File: src/rtl/mmreg_pkg.sv
package mmreg_pkg;
  typedef enum logic [1:0] {
    MD_RFILE = 2'b00,
    MD_DELAY = 2'b01,
    MD_LUT   = 2'b10,
    MD_IDLE  = 2'b11
  } mm_mode_e;
endpackage

File: src/rtl/mmreg_store.sv
module mmreg_store #(
  parameter int DATA_W = 8,
  parameter int ADDR_W = 4
) (
  input  logic              clk,
  input  logic              rst,
  input  logic              we,
  input  logic [ADDR_W-1:0] wa,
  input  logic [DATA_W-1:0] wd,
  input  logic              re,
  input  logic [ADDR_W-1:0] ra,
  output logic [DATA_W-1:0] rq
);
  localparam int DEPTH = 1 << ADDR_W;

  logic [DATA_W-1:0] mem [DEPTH];

  // single write port, no reset on the array
  always_ff @(posedge clk) begin
    if (we) mem[wa] <= wd;
  end

  // registered read, old data on same-address collision
  always_ff @(posedge clk) begin
    if (rst)     rq <= '0;
    else if (re) rq <= mem[ra];
  end
endmodule

File: src/rtl/mmreg_ctrl.sv
module mmreg_ctrl
  import mmreg_pkg::*;
#(
  parameter int DATA_W = 8,
  parameter int ADDR_W = 4
) (
  input  logic              clk,
  input  logic              rst,
  input  logic [1:0]        mode_sel,
  input  logic              wr_en,
  input  logic [ADDR_W-1:0] wr_addr,
  input  logic [DATA_W-1:0] wr_data,
  input  logic              rd_en,
  input  logic [ADDR_W-1:0] rd_addr,
  input  logic [DATA_W-1:0] din,
  input  logic [ADDR_W-1:0] delay_len,
  input  logic              wb_pend,
  input  logic [ADDR_W-1:0] wb_addr,
  input  logic [DATA_W-1:0] voted_in,
  output logic              re,
  output logic [ADDR_W-1:0] ra,
  output logic              we,
  output logic [ADDR_W-1:0] wa,
  output logic [DATA_W-1:0] wd,
  output logic [ADDR_W-1:0] wptr
);
  mm_mode_e mode;
  assign mode = mm_mode_e'(mode_sel);

  // circular pointer, advances only while streaming
  always_ff @(posedge clk) begin
    if (rst)                  wptr <= '0;
    else if (mode == MD_DELAY) wptr <= wptr + 1'b1;
  end

  logic              user_we;
  logic [ADDR_W-1:0] tap;

  // wrap of the subtraction makes code 0 a full-depth delay
  assign tap     = wptr - delay_len;
  assign user_we = wr_en && (mode == MD_RFILE || mode == MD_LUT);

  always_comb begin
    re = 1'b0;
    ra = rd_addr;
    unique case (mode)
      MD_RFILE: begin re = rd_en; ra = rd_addr;         end
      MD_LUT:   begin re = 1'b1;  ra = din[ADDR_W-1:0]; end
      MD_DELAY: begin re = 1'b1;  ra = tap;             end
      default:  begin re = 1'b0;  ra = rd_addr;         end
    endcase
  end

  // write port arbitration: stream, then user, then voted write-back
  always_comb begin
    we = 1'b0;
    wa = wr_addr;
    wd = wr_data;
    if (mode == MD_DELAY) begin
      we = 1'b1;
      wa = wptr;
      wd = din;
    end else if (user_we) begin
      we = 1'b1;
      wa = wr_addr;
      wd = wr_data;
    end else if (wb_pend) begin
      we = 1'b1;
      wa = wb_addr;
      wd = voted_in;
    end
  end
endmodule

File: src/rtl/mmreg_scrub.sv
module mmreg_scrub
  import mmreg_pkg::*;
#(
  parameter int ADDR_W = 4
) (
  input  logic              clk,
  input  logic              rst,
  input  logic              tmr_en,
  input  logic [1:0]        mode_sel,
  input  logic              re,
  input  logic [ADDR_W-1:0] ra,
  output logic              pend,
  output logic [ADDR_W-1:0] pend_addr
);
  // remember the address of each redundant read for one cycle
  always_ff @(posedge clk) begin
    if (rst) begin
      pend      <= 1'b0;
      pend_addr <= '0;
    end else begin
      pend      <= tmr_en && re && (mm_mode_e'(mode_sel) != MD_DELAY);
      pend_addr <= ra;
    end
  end
endmodule

File: src/rtl/mmreg_cell.sv
module mmreg_cell
  import mmreg_pkg::*;
#(
  parameter int DATA_W = 8,
  parameter int ADDR_W = 4
) (
  input  logic              clk,
  input  logic              rst,
  input  logic [1:0]        mode_sel,
  input  logic              tmr_en,
  input  logic              wr_en,
  input  logic [ADDR_W-1:0] wr_addr,
  input  logic [DATA_W-1:0] wr_data,
  input  logic              rd_en,
  input  logic [ADDR_W-1:0] rd_addr,
  input  logic [DATA_W-1:0] din,
  input  logic [ADDR_W-1:0] delay_len,
  input  logic [DATA_W-1:0] voted_in,
  output logic [DATA_W-1:0] dout
);
  logic              m_re, m_we, wb_pend;
  logic [ADDR_W-1:0] m_ra, m_wa, wb_addr, wptr;
  logic [DATA_W-1:0] m_wd;

  mmreg_ctrl #(.DATA_W(DATA_W), .ADDR_W(ADDR_W)) u_ctrl (
    .clk(clk), .rst(rst), .mode_sel(mode_sel),
    .wr_en(wr_en), .wr_addr(wr_addr), .wr_data(wr_data),
    .rd_en(rd_en), .rd_addr(rd_addr), .din(din), .delay_len(delay_len),
    .wb_pend(wb_pend), .wb_addr(wb_addr), .voted_in(voted_in),
    .re(m_re), .ra(m_ra), .we(m_we), .wa(m_wa), .wd(m_wd), .wptr(wptr)
  );

  mmreg_scrub #(.ADDR_W(ADDR_W)) u_scrub (
    .clk(clk), .rst(rst), .tmr_en(tmr_en), .mode_sel(mode_sel),
    .re(m_re), .ra(m_ra), .pend(wb_pend), .pend_addr(wb_addr)
  );

  mmreg_store #(.DATA_W(DATA_W), .ADDR_W(ADDR_W)) u_store (
    .clk(clk), .rst(rst), .we(m_we), .wa(m_wa), .wd(m_wd),
    .re(m_re), .ra(m_ra), .rq(dout)
  );
endmodule

File: config.mk
export PLATFORM = sky130hd
export DESIGN_NAME = mmreg_cell
export DESIGN_NICKNAME = d
export VERILOG_FILES = /design/src/rtl/mmreg_pkg.sv /design/src/rtl/mmreg_store.sv /design/src/rtl/mmreg_ctrl.sv /design/src/rtl/mmreg_scrub.sv /design/src/rtl/mmreg_cell.sv
export SDC_FILE = /design/constraint.sdc
export NUM_CORES = 1
export LEC_CHECK = 0
export CAP_MARGIN = 20
export CORE_AREA = 2 2 103 105
export CTS_CLUSTER_DIAMETER = 30
export DETAILED_ROUTE_END_ITERATION = 6
export DIE_AREA = 0 0 105 107
export DONT_BUFFER_PORTS = 1
export PLACE_DENSITY = 0.77
export SKIP_LAST_GASP = 1
export SLEW_MARGIN = 40
export SYNTH_ARGS = -nofsm -noshare
export SYNTH_HDL_FRONTEND = slang
export SYNTH_SLANG_ARGS = --single-unit
File: constraint.sdc
create_clock -name clk -period 3.1 [get_ports clk]
set_input_delay 0.31 -clock clk [delete_from_list [all_inputs] [get_ports clk]]
set_output_delay 0.31 -clock clk [all_outputs]
set_load 0.01 [all_outputs]
After elaboration in Yosys (flattened, before gate mapping)
Memory sizes are Yosys's and may differ from the RTL's. A register that Yosys moved wholly into a read port is not among the register bits.
Index checks and enable logic that the tools add are counted.
{"block": "word_totals", "mem_count": 1, "regBits": 9, "out_inout_bits": 8, "wordCells": 28, "ram_bits": 128, "in_bits": 43}
{"name": "u_store.mem", "depth": 16, "width": 8, "read_ports": 1, "rd_clocked_by_memory_dff": 1, "write_ports": 1, "line_no": "mmreg_store.sv:16", "source": "logic [DATA_W-1:0] mem [DEPTH];"}
{"block": "classes", "n_eq_ne": 3, "addsub": 2, "muxes": 13, "reduce_logical": 6}
{"cell": "$mux W8", "count": 3}
{"cell": "$mux W4", "count": 3}
{"cell": "$pmux W4 S2", "count": 1}
{"cell": "$mux W1", "count": 5}
{"cell": "$add A4 B1 Y4 const B", "count": 1}
{"cell": "$sub A4 B4 Y4", "count": 1}
{"cell": "$logic_and A1 B1 Y1", "count": 3}
{"cell": "$eq A2 B1 Y1 const B", "count": 1}
{"cell": "$eq A2 B2 Y1 const B", "count": 1}
{"cell": "$logic_not A2 Y1", "count": 1}
{"cell": "$ne A2 B1 Y1 const B", "count": 1}
{"cell": "$pmux W1 S2", "count": 1}
{"cell": "$reduce_or A2 Y1", "count": 1}
{"cell": "$logic_or A1 B1 Y1", "count": 1}

Depth between registers and ports, before layout
Gate-level depths: netlist of run 1.
{"block": "logic_depth", "ltp_word": 7, "depth_mapped": 14, "depth_no_buf": 11}

Cells and area by module
A second synthesis of run 1 with hierarchy kept.
{"block": "unflattened", "cells_unflattened": 439, "area_unflattened_um2": 6356.1}
{"mod": "mmreg_store", "area_each_um2": 5343.9, "seq_area_each_um2": 4003.8, "cells_per_inst": 316, "n_inst": 1}
{"mod": "mmreg_ctrl", "area_each_um2": 859.6, "seq_area_each_um2": 80.1, "cells_per_inst": 111, "n_inst": 1}
{"mod": "mmreg_scrub", "area_each_um2": 152.6, "seq_area_each_um2": 100.1, "cells_per_inst": 12, "n_inst": 1}

Worst setup path after synthesis of run 1
Ideal clock, no wire load.
{"block": "synth_path", "path_type": "flip-flop to flip-flop", "start": "reg u_ctrl.wptr[0]", "end": "reg u_store.rq[0] (read register of u_store.mem)", "t_arrival_ps": 2531, "path_buffers": 3, "setup_ps": 122, "path_slack_ps": 447, "required_ps": 2978, "synth_period_minus_slack_ps": 2653, "path_stages_with_launch": 14, "path_cell_list": "dfxtp_1 > inv_1 > ha_1 > inv_1 > fa_1 > a22o_1 > o21a_1 > buf_6 > buf_6 > buf_6 > a21oi_1 > a32oi_1 > a21o_1 > a221o_1"}
{"block": "synth_between", "elab_chain_len": 2}
{"item": "start, declared", "line_no": "mmreg_ctrl.sv:25", "source": "output logic [ADDR_W-1:0] wptr"}
{"item": "start signal, assigned", "line_no": "mmreg_ctrl.sv:33", "source": "else if (mode == MD_DELAY) wptr <= wptr + 1'b1;"}
{"item": "$sub A4 B4 Y4", "line_no": "mmreg_ctrl.sv:40", "source": "assign tap = wptr - delay_len;"}
{"item": "$pmux W4 S2", "line_no": "mmreg_ctrl.sv:46", "source": "unique case (mode)"}
{"item": "end, declared", "line_no": "mmreg_store.sv:12", "source": "output logic [DATA_W-1:0] rq"}
No other way between the ends.
A chain may end at the register's enable or synchronous reset.

Worst setup path in the final report of run 1
{"block": "layout_path", "start": "reg u_ctrl.wptr[0]", "end": "reg u_store.rq[1] (read register of u_store.mem)"}
The elaborated chain is that of the path after synthesis.

==> run_results.csv, run 1 <==
group,metric,value,unit
status,status,"finished, final reports clean",
clock_tree,clk_path_buf_depth,2,
floorplanning,die_area,11200,um^2
worst_setup_path,startpoint_type,"flop",
sta,skew,0.00549,ns
routing,vias,3973,
power,powerDensity,644,nW/um^2
worst_setup_path,crit_arrival,3.34,ns
global_routing,overflow,0,
clock_tree,cts_tree,"yes",
cells_and_area,area_growth,14.1,%
cells_and_area,drive_gt1_frac,0.126,
floorplanning,pin_count,51,
cells_and_area,final_net_count,564,
synth,synth_edf_count,128,
worst_setup_path,critPathRequiredTime,3.56,ns
sta,hold_viol,0,
routing,postRouteAntennaNets,0,
clock_tree,htreeDepth,4,
power,vdd.ir_drop.worst,0.000350,V
clock_tree,cts.clk_slew.worst_paths,0.06,ns
global_routing,grt_use_total,0.252,
sta,period_needed,2.89,ns
sta,setup_viol,0,
synth,ys_seq_area_frac,0.675,
floorplanning,fp-row-count,37,
power,leakage,2.64,nW
cells_and_area,final_area,7070,um^2
routing,post_drt_wl_per_cell,20.4,um
cells_and_area,fillCellCount,722,
place,dp_cells,627,
worst_setup_path,endpoint_kind,"flop",
sta,report.final.slew_viol_count,0,
synth,avgSynthCellArea,12.8,um^2
clock_tree,cts_buffers,17,
hold_path,min_path_type,"primary input to flop",
sta,worst_slew_pin_slew,0.709,ns
clock_tree,clockRootBuffer,"clkbuf_8",
synth,synthArstFlopShare,0,
worst_setup_path,crit_type,"flop to flop",
routing,first_iter_violations,380,
floorplanning,chipWidth,105,um
run,cap_viol_max_count,0,
place,hpwl,8780,um
synth,synthFlopType,"edfxtp_1",
place,numPortBuffers,0,
sta,relSlewSlack,0.526,
global_routing,grt_max_degree,57,
routing,drc_errors,0,
place,place_area,6550,um^2
sta,setup_tns,0,ns
cells_and_area,final_cells,661,
global_routing,first_global_vias,3821,
routing,drt_first_pass_iters,5,
routing,routed_wl,13500,um
floorplanning,initial_utilization,0.614,
floorplanning,die_y,107,um
synth,syn_inst,485,
synth,synth_seq_cells,145,
global_routing,grt_antenna_before_repair,0,
clock_tree,postCtsSetupRepairBufs,0,
clock_tree,clkSinkCount,145,
synth,syn_nets,537,
place,gp_congestion,0.855,
synth,ys_warn_count,0,
synth,synth_cell_type_count,38,
sta,timing.fmax,346,MHz
sta,timing.final.crit_share,0.931,
cells_and_area,antenna_cells,0,
clock_tree,insertion_delay,0.52,ns
routing,viasPerCell,6.01,
worst_setup_path,cp_max_fo,8,
global_routing,grt_pass1_wl,20600,um
cells_and_area,fin_util,0.701,
sta,rsz0062_at_grt,"false",
synth,syn-cell-area,6200,um^2
floorplanning,core,10100,um^2
==> worst max-delay path, stage by stage, from the launching register on <==
cell and delay [ns]:
dfxtp_1 0.33, inv_1 0.05, ha_1 0.17, inv_1 0.08, fa_1 0.41, a22o_1 0.28, o21a_2 0.29, mux2i_1 0.15
a221o_1 0.37, a211oi_1 0.49, a221o_1 0.20
==> cell type report <==
type / count / area (um^2) / area share
Timing Repair Buffer: 38 / 340 / 0.0481
Multi-Input combinational cell: 300 / 1840 / 0.260
Tap cell: 136 / 170 / 0.0241
Sequential cell: 145 / 4180 / 0.592
Inverter: 10 / 37.5 / 0.00531
Clock buffer: 23 / 457 / 0.0646
Clock inverter: 9 / 41.3 / 0.00584
==> cell usage after synthesis, types with 2 or more instances <==
| master | instances | area share |
|---|---|---|
| mux2i_1 | 28 | 0.045 |
| a221o_1 | 16 | 0.026 |
| o211ai_1 | 8 | 0.0097 |
| nand2_1 | 103 | 0.062 |
| edfxtp_1 | 128 | 0.62 |
| a221oi_1 | 9 | 0.013 |
| dfxtp_1 | 17 | 0.055 |
| o21ai_0 | 13 | 0.010 |
| clkbuf_1 | 16 | 0.0097 |
| o21a_1 | 5 | 0.0061 |
| nor2_1 | 26 | 0.016 |
| a21o_1 | 9 | 0.011 |
| a211oi_1 | 8 | 0.0097 |
| a32oi_1 | 8 | 0.011 |
| inv_1 | 9 | 0.0055 |
| nor2b_1 | 3 | 0.0030 |
| nand3_1 | 9 | 0.0073 |
| xnor2_1 | 2 | 0.0028 |
| ha_1 | 8 | 0.016 |
| xor2_1 | 4 | 0.0057 |
| a21oi_1 | 28 | 0.023 |
| buf_2 | 9 | 0.0073 |
| buf_6 | 4 | 0.0073 |
==> kinds of logic (layout without fill, tap and decap cells) <==
kind of cell | Yosys count | after routing | share of synthesized area
AO/OA/AOI/OAI | 109 | 109 | 0.125
XOR/XNOR | 6 | 6 | 0.00848
buffers and inverters | 40 | 80 | 0.0311
flip-flops | 145 | 145 | 0.675
multiplexers | 28 | 28 | 0.0452
AND/OR/NAND/NOR | 148 | 148 | 0.0955
adder cells (fa/ha/maj) | 9 | 9 | 0.0194
==> through the flow <==
step           total power [W]  hold slack (ns)  setup WS (ns)
3_5_place_dp           0.00288            0.386          0.285
4_1_cts                0.00457           0.0537          0.264
2_1_floorplan          0.00268            0.477          0.447
3_3_place_gp           0.00286            0.384          0.325
5_1_grt                0.00471            0.124          0.105
6_report               0.00456            0.155          0.213
==> cells in the final DEF, fill, tap and decap left out, drive strengths merged, types with 10 or more instances in the layout <==
master / count
edfxtp: 128
nand2: 103
buf: 36
mux2i: 28
a21oi: 28
nor2: 27
clkbuf: 23
dfxtp: 17
a221o: 16
o21ai: 14
inv: 10
==> state kept, by name, summed over array words and instances (netlist names) <==
name,cells
u_store.rq,8
u_scrub.pend,1
u_ctrl.wptr,4
u_store.mem,128
u_scrub.pend_addr,4
==> where the power goes <==
group	switching (W)	leakage, nW	internal, W
logic	0.000383	1.09	0.000223
registers	0.0000336	1.30	0.00221
clock network	0.000702	0.252	0.00101
total	0.00112	2.64	0.00344
==> metal layers <==
metal | global-route usage | part of all wire | up-vias
li1 | - | - | 1867
met1 | 0.324 | 0.40 | 1884
met2 | 0.410 | 0.49 | 193
met3 | 0.0650 | 0.083 | 29
met4 | 0.107 | 0.028 | 0
met5 | 0 | 0 | -
==> worst paths after layout <==
path / cells past startpoint / end / from / slack, ns
max: 10 / u_store.rq[1] / u_ctrl.wptr[0] / 0.21
min: 2 / u_scrub.pend_addr[0] / rd_addr[0] / 0.15
max reg2reg: 10 / u_store.rq[1] / u_ctrl.wptr[0] / 0.21
min reg2reg: 1 / u_store.rq[6] / u_store.rq[6] / 0.59
==> timing repair <==
| item | 4_1_cts | 5_1_grt |
|---|---|---|
| hold buffers | 2 | 0 |
| hold endpoints to repair | 9 | 0 |
| gates resized for setup | 0 | 0 |
(Power assumes the default switching activity.)
==> run 2: changes to the inputs <==
--- a/config.mk
+++ b/config.mk
@@ -6,12 +6,12 @@
 export NUM_CORES = 1
 export LEC_CHECK = 0
 export CAP_MARGIN = 20
-export CORE_AREA = 2 2 103 105
+export CORE_AREA = 2 2 105 107
 export CTS_CLUSTER_DIAMETER = 30
 export DETAILED_ROUTE_END_ITERATION = 6
-export DIE_AREA = 0 0 105 107
+export DIE_AREA = 0 0 107 109
 export DONT_BUFFER_PORTS = 1
-export PLACE_DENSITY = 0.77
+export PLACE_DENSITY = 0.75
 export SKIP_LAST_GASP = 1
 export SLEW_MARGIN = 40
 export SYNTH_ARGS = -nofsm -noshare
==> constraint.sdc (replaced) <==
create_clock -name clk -period 3 [get_ports clk]
set_input_delay 0.3 -clock clk [delete_from_list [all_inputs] [get_ports clk]]
set_output_delay 0.3 -clock clk [all_outputs]
set_load 0.01 [all_outputs]
==> run 2 against run 1 <==
Cell count increased by 0.91%. Critical path depth increased by 2. Maximum frequency increased by 1.4%. Power increased by 8.8%. Routed wire length increased by 4.7%. Critical path type unchanged.
==> run_results.csv, run 2 (same netlist as run 1, synthesis figures left out) <==
group,metric,value,unit
status,status,"finished, final reports clean",
cells_and_area,fillCellCount,761,
sta,period_needed,2.85,ns
routing,drc_errors,0,
cells_and_area,regMostFlops,"u_store.mem",
floorplanning,chipWidth,107,um
worst_setup_path,path_buf_inv,4,
place,numPortBuffers,0,
hold_path,min_path_type,"primary input to flop",
worst_setup_path,critPathTopFamily,"compound AO/OA/AOI/OAI gates",
routing,first_iter_violations,389,
worst_setup_path,crit_arrival,3.31,ns
worst_setup_path,startpoint_type,"flop",
floorplanning,initial_utilization,0.584,
worst_setup_path,critPathMaxStageDelay,0.44,ns
sta,timing.fmax,351,MHz
worst_setup_path,critPathRequiredTime,3.47,ns
worst_setup_path,crit_chain,"inv_1 -> ha_1 -> inv_1 -> fa_1 -> a22o_1 -> o21a_2 -> buf_12 -> buf_12 -> mux2i_1 -> a221oi_1 -> a21o_1 -> a221o_1",
clock_tree,clockRootBuffer,"clkbuf_8",
worst_setup_path,crit_path_top_delay_cell,"a221oi_1",
worst_setup_path,crit_path_start,"u_ctrl.wptr[0]",
run,cap_viol_max_count,0,
cells_and_area,drive_gt1_frac,0.139,
clock_tree,cts_resized,0,
routing,postRouteAntennaNets,0,
routing,post_drt_wl_per_cell,21.1,um
global_routing,overflow,0,
place,hpwl,9130,um
routing,vias,4038,
clock_tree,cts_buffers,17,
global_routing,grt_pass1_wl,21700,um
cells_and_area,antenna_cells,0,
power,leakage,2.67,nW
sta,setup_viol,0,
global_routing,grt_max_degree,40,
sta,worst_slew_pin_slew,0.795,ns
cells_and_area,fin_util,0.675,
sta,setup_ws,0.154,ns
floorplanning,core,10600,um^2
worst_setup_path,endpoint_kind,"flop",
clock_tree,cts_tree,"yes",
sta,skew,0.00785,ns
clock_tree,clkSinkCount,145,
worst_setup_path,crit_type,"flop to flop",
floorplanning,die_area,11700,um^2
floorplanning,pin_count,51,
clock_tree,htreeDepth,4,
sta,relSlewSlack,0.470,
hold_path,hp-start,"rd_addr[0]",
floorplanning,fp-row-count,38,
cells_and_area,final_common_cell,"edfxtp_1",
cells_and_area,top_regs,"u_store.mem (128), u_store.rq (8)",
worst_setup_path,worstReg2RegStart,"u_ctrl.wptr[0]",
cells_and_area,area_growth,15.4,%
sta,report.final.slew_viol_count,0,
cells_and_area,largest_reg_flops,128,
cells_and_area,final_cell_mix,"edfxtp_1 (128), nand2_1 (103), buf_4 (35), mux2i_1 (28), a21oi_1 (27)",
sta,setup_tns,0,ns
sta,holdWs,0.0709,ns
cells_and_area,final_net_count,566,
place,gp_congestion,0.822,
place,pre_cts_slack,0.169,ns
global_routing,first_global_vias,3995,
power,vdd.ir_drop.worst,0.000379,V
global_routing,grt_antenna_before_repair,0,
sta,hold_viol,0,
routing,viasPerCell,6.05,
power,power,0.00496,W
sta,rsz0062_at_grt,"false",
sta,timing.final.crit_share,0.949,
clock_tree,clk_path_buf_depth,2,
global_routing,grt_use_total,0.258,
worst_setup_path,cp_max_fo,35,
routing,routed_wl,14100,um
clock_tree,cts.clk_slew.worst_paths,0.06,ns
power,powerDensity,693,nW/um^2
floorplanning,die_y,109,um
clock_tree,insertion_delay,0.53,ns
routing,drt_first_pass_iters,5,
-- run 2: changes by cell type in the layout (fill, tap and decap cells not counted), sizes merged --
cell      previous run  this run
clkinv               9         6
bufinv               0         3
clkbuf              23        20
clkinvlp             0         3
buf                 36        38
-- run 2: repair_timing --
action,in CTS,in global routing
hold buffers,2,0
buffers inserted,0,0
hold endpoints to repair,9,0
-- run 2: final timing paths --
check	endpoint	slack, ns	cells after the start
max	u_store.rq[6]	0.15	12
min	u_scrub.pend_addr[0]	0.07	2
max reg2reg	u_store.rq[6]	0.15	12
min reg2reg	u_store.rq[1]	0.59	1
-- run 2: area by class of cell --
class | count | area (um^2) | share of cell area
flip-flops and latches | 145 | 4180 | 0.585
multi-input cells | 300 | 1850 | 0.258
clock buffers | 20 | 425 | 0.0595
repair buffers | 40 | 343 | 0.0479
well taps | 140 | 175 | 0.0245
clock inverters | 12 | 143 | 0.0199
inverters | 10 | 37.5 | 0.00525
-- run 2: layer usage --
| metal | wire length, um | GRT usage | vias to the layer above |
|---|---|---|---|
| met2 | 7020 | 0.425 | 174 |
| met5 | 0 | 0 | - |
| met1 | 5650 | 0.326 | 1976 |
| met4 | 309 | 0.104 | 0 |
| met3 | 1130 | 0.0717 | 21 |
| li1 | - | - | 1867 |
-- run 2: report_power, final --
| part | switching, W | leakage (nW) | internal [W] |
|---|---|---|---|
| registers | 0.0000388 | 1.30 | 0.00228 |
| logic | 0.000405 | 1.10 | 0.000227 |
| clock network | 0.000752 | 0.274 | 0.00125 |
-- run 2: stage by stage --
step           std cells  cell area (um^2)
6_report             667              7150
2_1_floorplan        485              6200
3_3_place_gp         633              6560
5_1_grt              667              7150
3_5_place_dp         633              6570
4_1_cts              667              7150
==> run 3: changes to the inputs <==
--- a/config.mk
+++ b/config.mk
@@ -6,12 +6,12 @@
 export NUM_CORES = 1
 export LEC_CHECK = 0
 export CAP_MARGIN = 20
-export CORE_AREA = 2 2 105 107
+export CORE_AREA = 2 2 110 112
 export CTS_CLUSTER_DIAMETER = 30
 export DETAILED_ROUTE_END_ITERATION = 6
-export DIE_AREA = 0 0 107 109
+export DIE_AREA = 0 0 112 114
 export DONT_BUFFER_PORTS = 1
-export PLACE_DENSITY = 0.75
+export PLACE_DENSITY = 0.69
 export SKIP_LAST_GASP = 1
 export SLEW_MARGIN = 40
 export SYNTH_ARGS = -nofsm -noshare
==> run 3 against run 2 <==
Via count is essentially flat. Cell count increased by 2.2%. Clock skew about the same. First-iteration DRC count shrank 4.1%. Global-route usage fell by 2.8 points. Maximum frequency about the same. Sequential share of layout area is 0.27 points lower. Sequential power hardly changed. Register-to-register slack is essentially flat. Power shrank 3.7%. Count of clock-buffer cells in the layout is 1 lower. Routed wire length down 0.36%. Critical path type unchanged.
==> run_results.csv, run 3 (same netlist as run 1, synthesis figures left out) <==
group,metric,value,unit
sta,timing.fmax,351,MHz
cells_and_area,final_common_cell,"edfxtp_1",
sta,worst_slew_pin_slew,0.748,ns
floorplanning,core,11700,um^2
cells_and_area,largest_reg_flops,128,
global_routing,grt_max_degree,36,
hold_path,hold_path_depth,1,
place,numPortBuffers,0,
clock_tree,postCtsSetupRepairBufs,0,
global_routing,grt_antenna_before_repair,0,
global_routing,overflow,0,
routing,viasPerCell,5.92,
worst_setup_path,crit_chain,"inv_1 -> ha_1 -> inv_1 -> fa_1 -> a22o_1 -> o21ai_4 -> buf_4 -> nand2_1 -> a221o_1 -> a211oi_1 -> a221o_1",
power,powerDensity,664,nW/um^2
global_routing,first_global_vias,4048,
cells_and_area,final_cell_mix,"edfxtp_1 (128), nand2_1 (103), buf_4 (44), mux2i_1 (28), a21oi_1 (27)",
clock_tree,clk_path_buf_depth,2,
clock_tree,cts.clk_slew.worst_paths,0.06,ns
worst_setup_path,critPathRequiredTime,3.36,ns
global_routing,grt_use_total,0.230,
cells_and_area,drive_gt1_frac,0.161,
power,leakage,2.69,nW
routing,routed_wl,14100,um
place,place_area,6650,um^2
routing,drc_errors,0,
cells_and_area,final_area,7190,um^2
worst_setup_path,crit_type,"flop to flop",
cells_and_area,final_cells,682,
place,dp_cells,649,
worst_setup_path,crit_arrival,3.21,ns
cells_and_area,regMostFlops,"u_store.mem",
routing,first_iter_violations,373,
sta,rsz0062_at_grt,"false",
worst_setup_path,critPathMaxStageDelay,0.43,ns
routing,vias,4040,
clock_tree,cts_tree,"yes",
run,cap_viol_max_count,0,
global_routing,grt_pass1_wl,21700,um
floorplanning,chipWidth,112,um
clock_tree,insertion_delay,0.42,ns
sta,skew,0.00735,ns
sta,relSlewSlack,0.501,
sta,hold_viol,0,
sta,setup_viol,0,
worst_setup_path,endpoint_kind,"flop",
floorplanning,die_area,12800,um^2
cells_and_area,final_net_count,574,
sta,period_needed,2.85,ns
routing,post_drt_wl_per_cell,20.6,um
floorplanning,fp-row-count,40,
power,vdd.ir_drop.worst,0.000415,V
sta,setup_ws,0.153,ns
place,pre_cts_slack,0.0531,ns
clock_tree,cts_buffers,17,
place,gp_congestion,0.821,
clock_tree,htreeDepth,4,
floorplanning,initial_utilization,0.529,
worst_setup_path,path_buf_inv,3,
hold_path,min_path_type,"primary input to flop",
floorplanning,pin_count,51,
sta,timing.final.crit_share,0.949,
clock_tree,clockRootBuffer,"clkbuf_16",
routing,drt_first_pass_iters,5,
sta,setup_tns,0,ns
worst_setup_path,crit_path_top_delay_cell,"o21ai_4",
routing,postRouteAntennaNets,0,
clock_tree,clkSinkCount,145,
cells_and_area,area_growth,16.0,%
status,status,"finished, final reports clean",
worst_setup_path,rr_worst_depth,11,
sta,report.final.slew_viol_count,0,
worst_setup_path,startpoint_type,"flop",
floorplanning,die_y,114,um
place,hpwl,9420,um
sta,holdWs,0.0436,ns
cells_and_area,top_regs,"u_store.mem (128), u_store.rq (8)",
worst_setup_path,critPathTopFamily,"compound AO/OA/AOI/OAI gates",
worst_setup_path,cp_max_fo,15,
worst_setup_path,cp.depth,11,
cells_and_area,antenna_cells,0,
-- run 3: cell count changes in the layout (fill, tap and decap cells not counted), moves of 2 or more --
cell / before / now
buf_4: 35 / 44
bufinv_16: 3 / 0
clkbuf_1: 3 / 1
clkinv_1: 0 / 2
o21ai_0: 6 / 9
o21ai_1: 6 / 2
-- run 3: worst paths after layout --
| path | start | end | slack, ns |
|---|---|---|---|
| setup / recovery | u_ctrl.wptr[0] | u_store.rq[7] | 0.15 |
| hold / removal | tmr_en | u_scrub.pend | 0.04 |
| setup reg to reg | u_ctrl.wptr[0] | u_store.rq[7] | 0.15 |
| hold reg to reg | u_ctrl.wptr[3] | u_ctrl.wptr[3] | 0.58 |
-- run 3: metrics by stage --
step | utilization | total power (W)
6_report | 0.614 | 0.00477
5_1_grt | 0.614 | 0.00496
4_1_cts | 0.613 | 0.00479
3_5_place_dp | 0.568 | 0.00299
3_3_place_gp | 0.567 | 0.00297
2_1_floorplan | - | 0.00277
-- run 3: area by class of cell --
class                      instances  area [um^2]
clock buffer                      19          443
tap                              147          184
multi-input combinational        300         1870
fill                             918         4520
clock inverter                    13         72.6
timing repair buffer              48          400
inverter                          10         37.5
sequential                       145         4180
-- run 3: routing by layer --
| metal | share of wire | vias to the layer above | GRT usage |
|---|---|---|---|
| met2 | 0.49 | 150 | 0.375 |
| met4 | 0.024 | 0 | 0.0959 |
| met3 | 0.062 | 26 | 0.0569 |
| li1 | - | 1884 | - |
| met1 | 0.43 | 1980 | 0.298 |
| met5 | 0 | - | 0 |
-- run 3: repair_timing --
item,4_1_cts,5_1_grt
gates resized for setup,0,2
hold buffers,1,0
endpoints found under the setup margin,0,2
endpoints found under the hold margin,8,0
-- run 3: where the power goes --
group | internal, W | leakage, nW | switching (W)
registers | 0.00228 | 1.30 | 0.0000387
logic | 0.000245 | 1.14 | 0.000393
clock network | 0.00106 | 0.249 | 0.000759
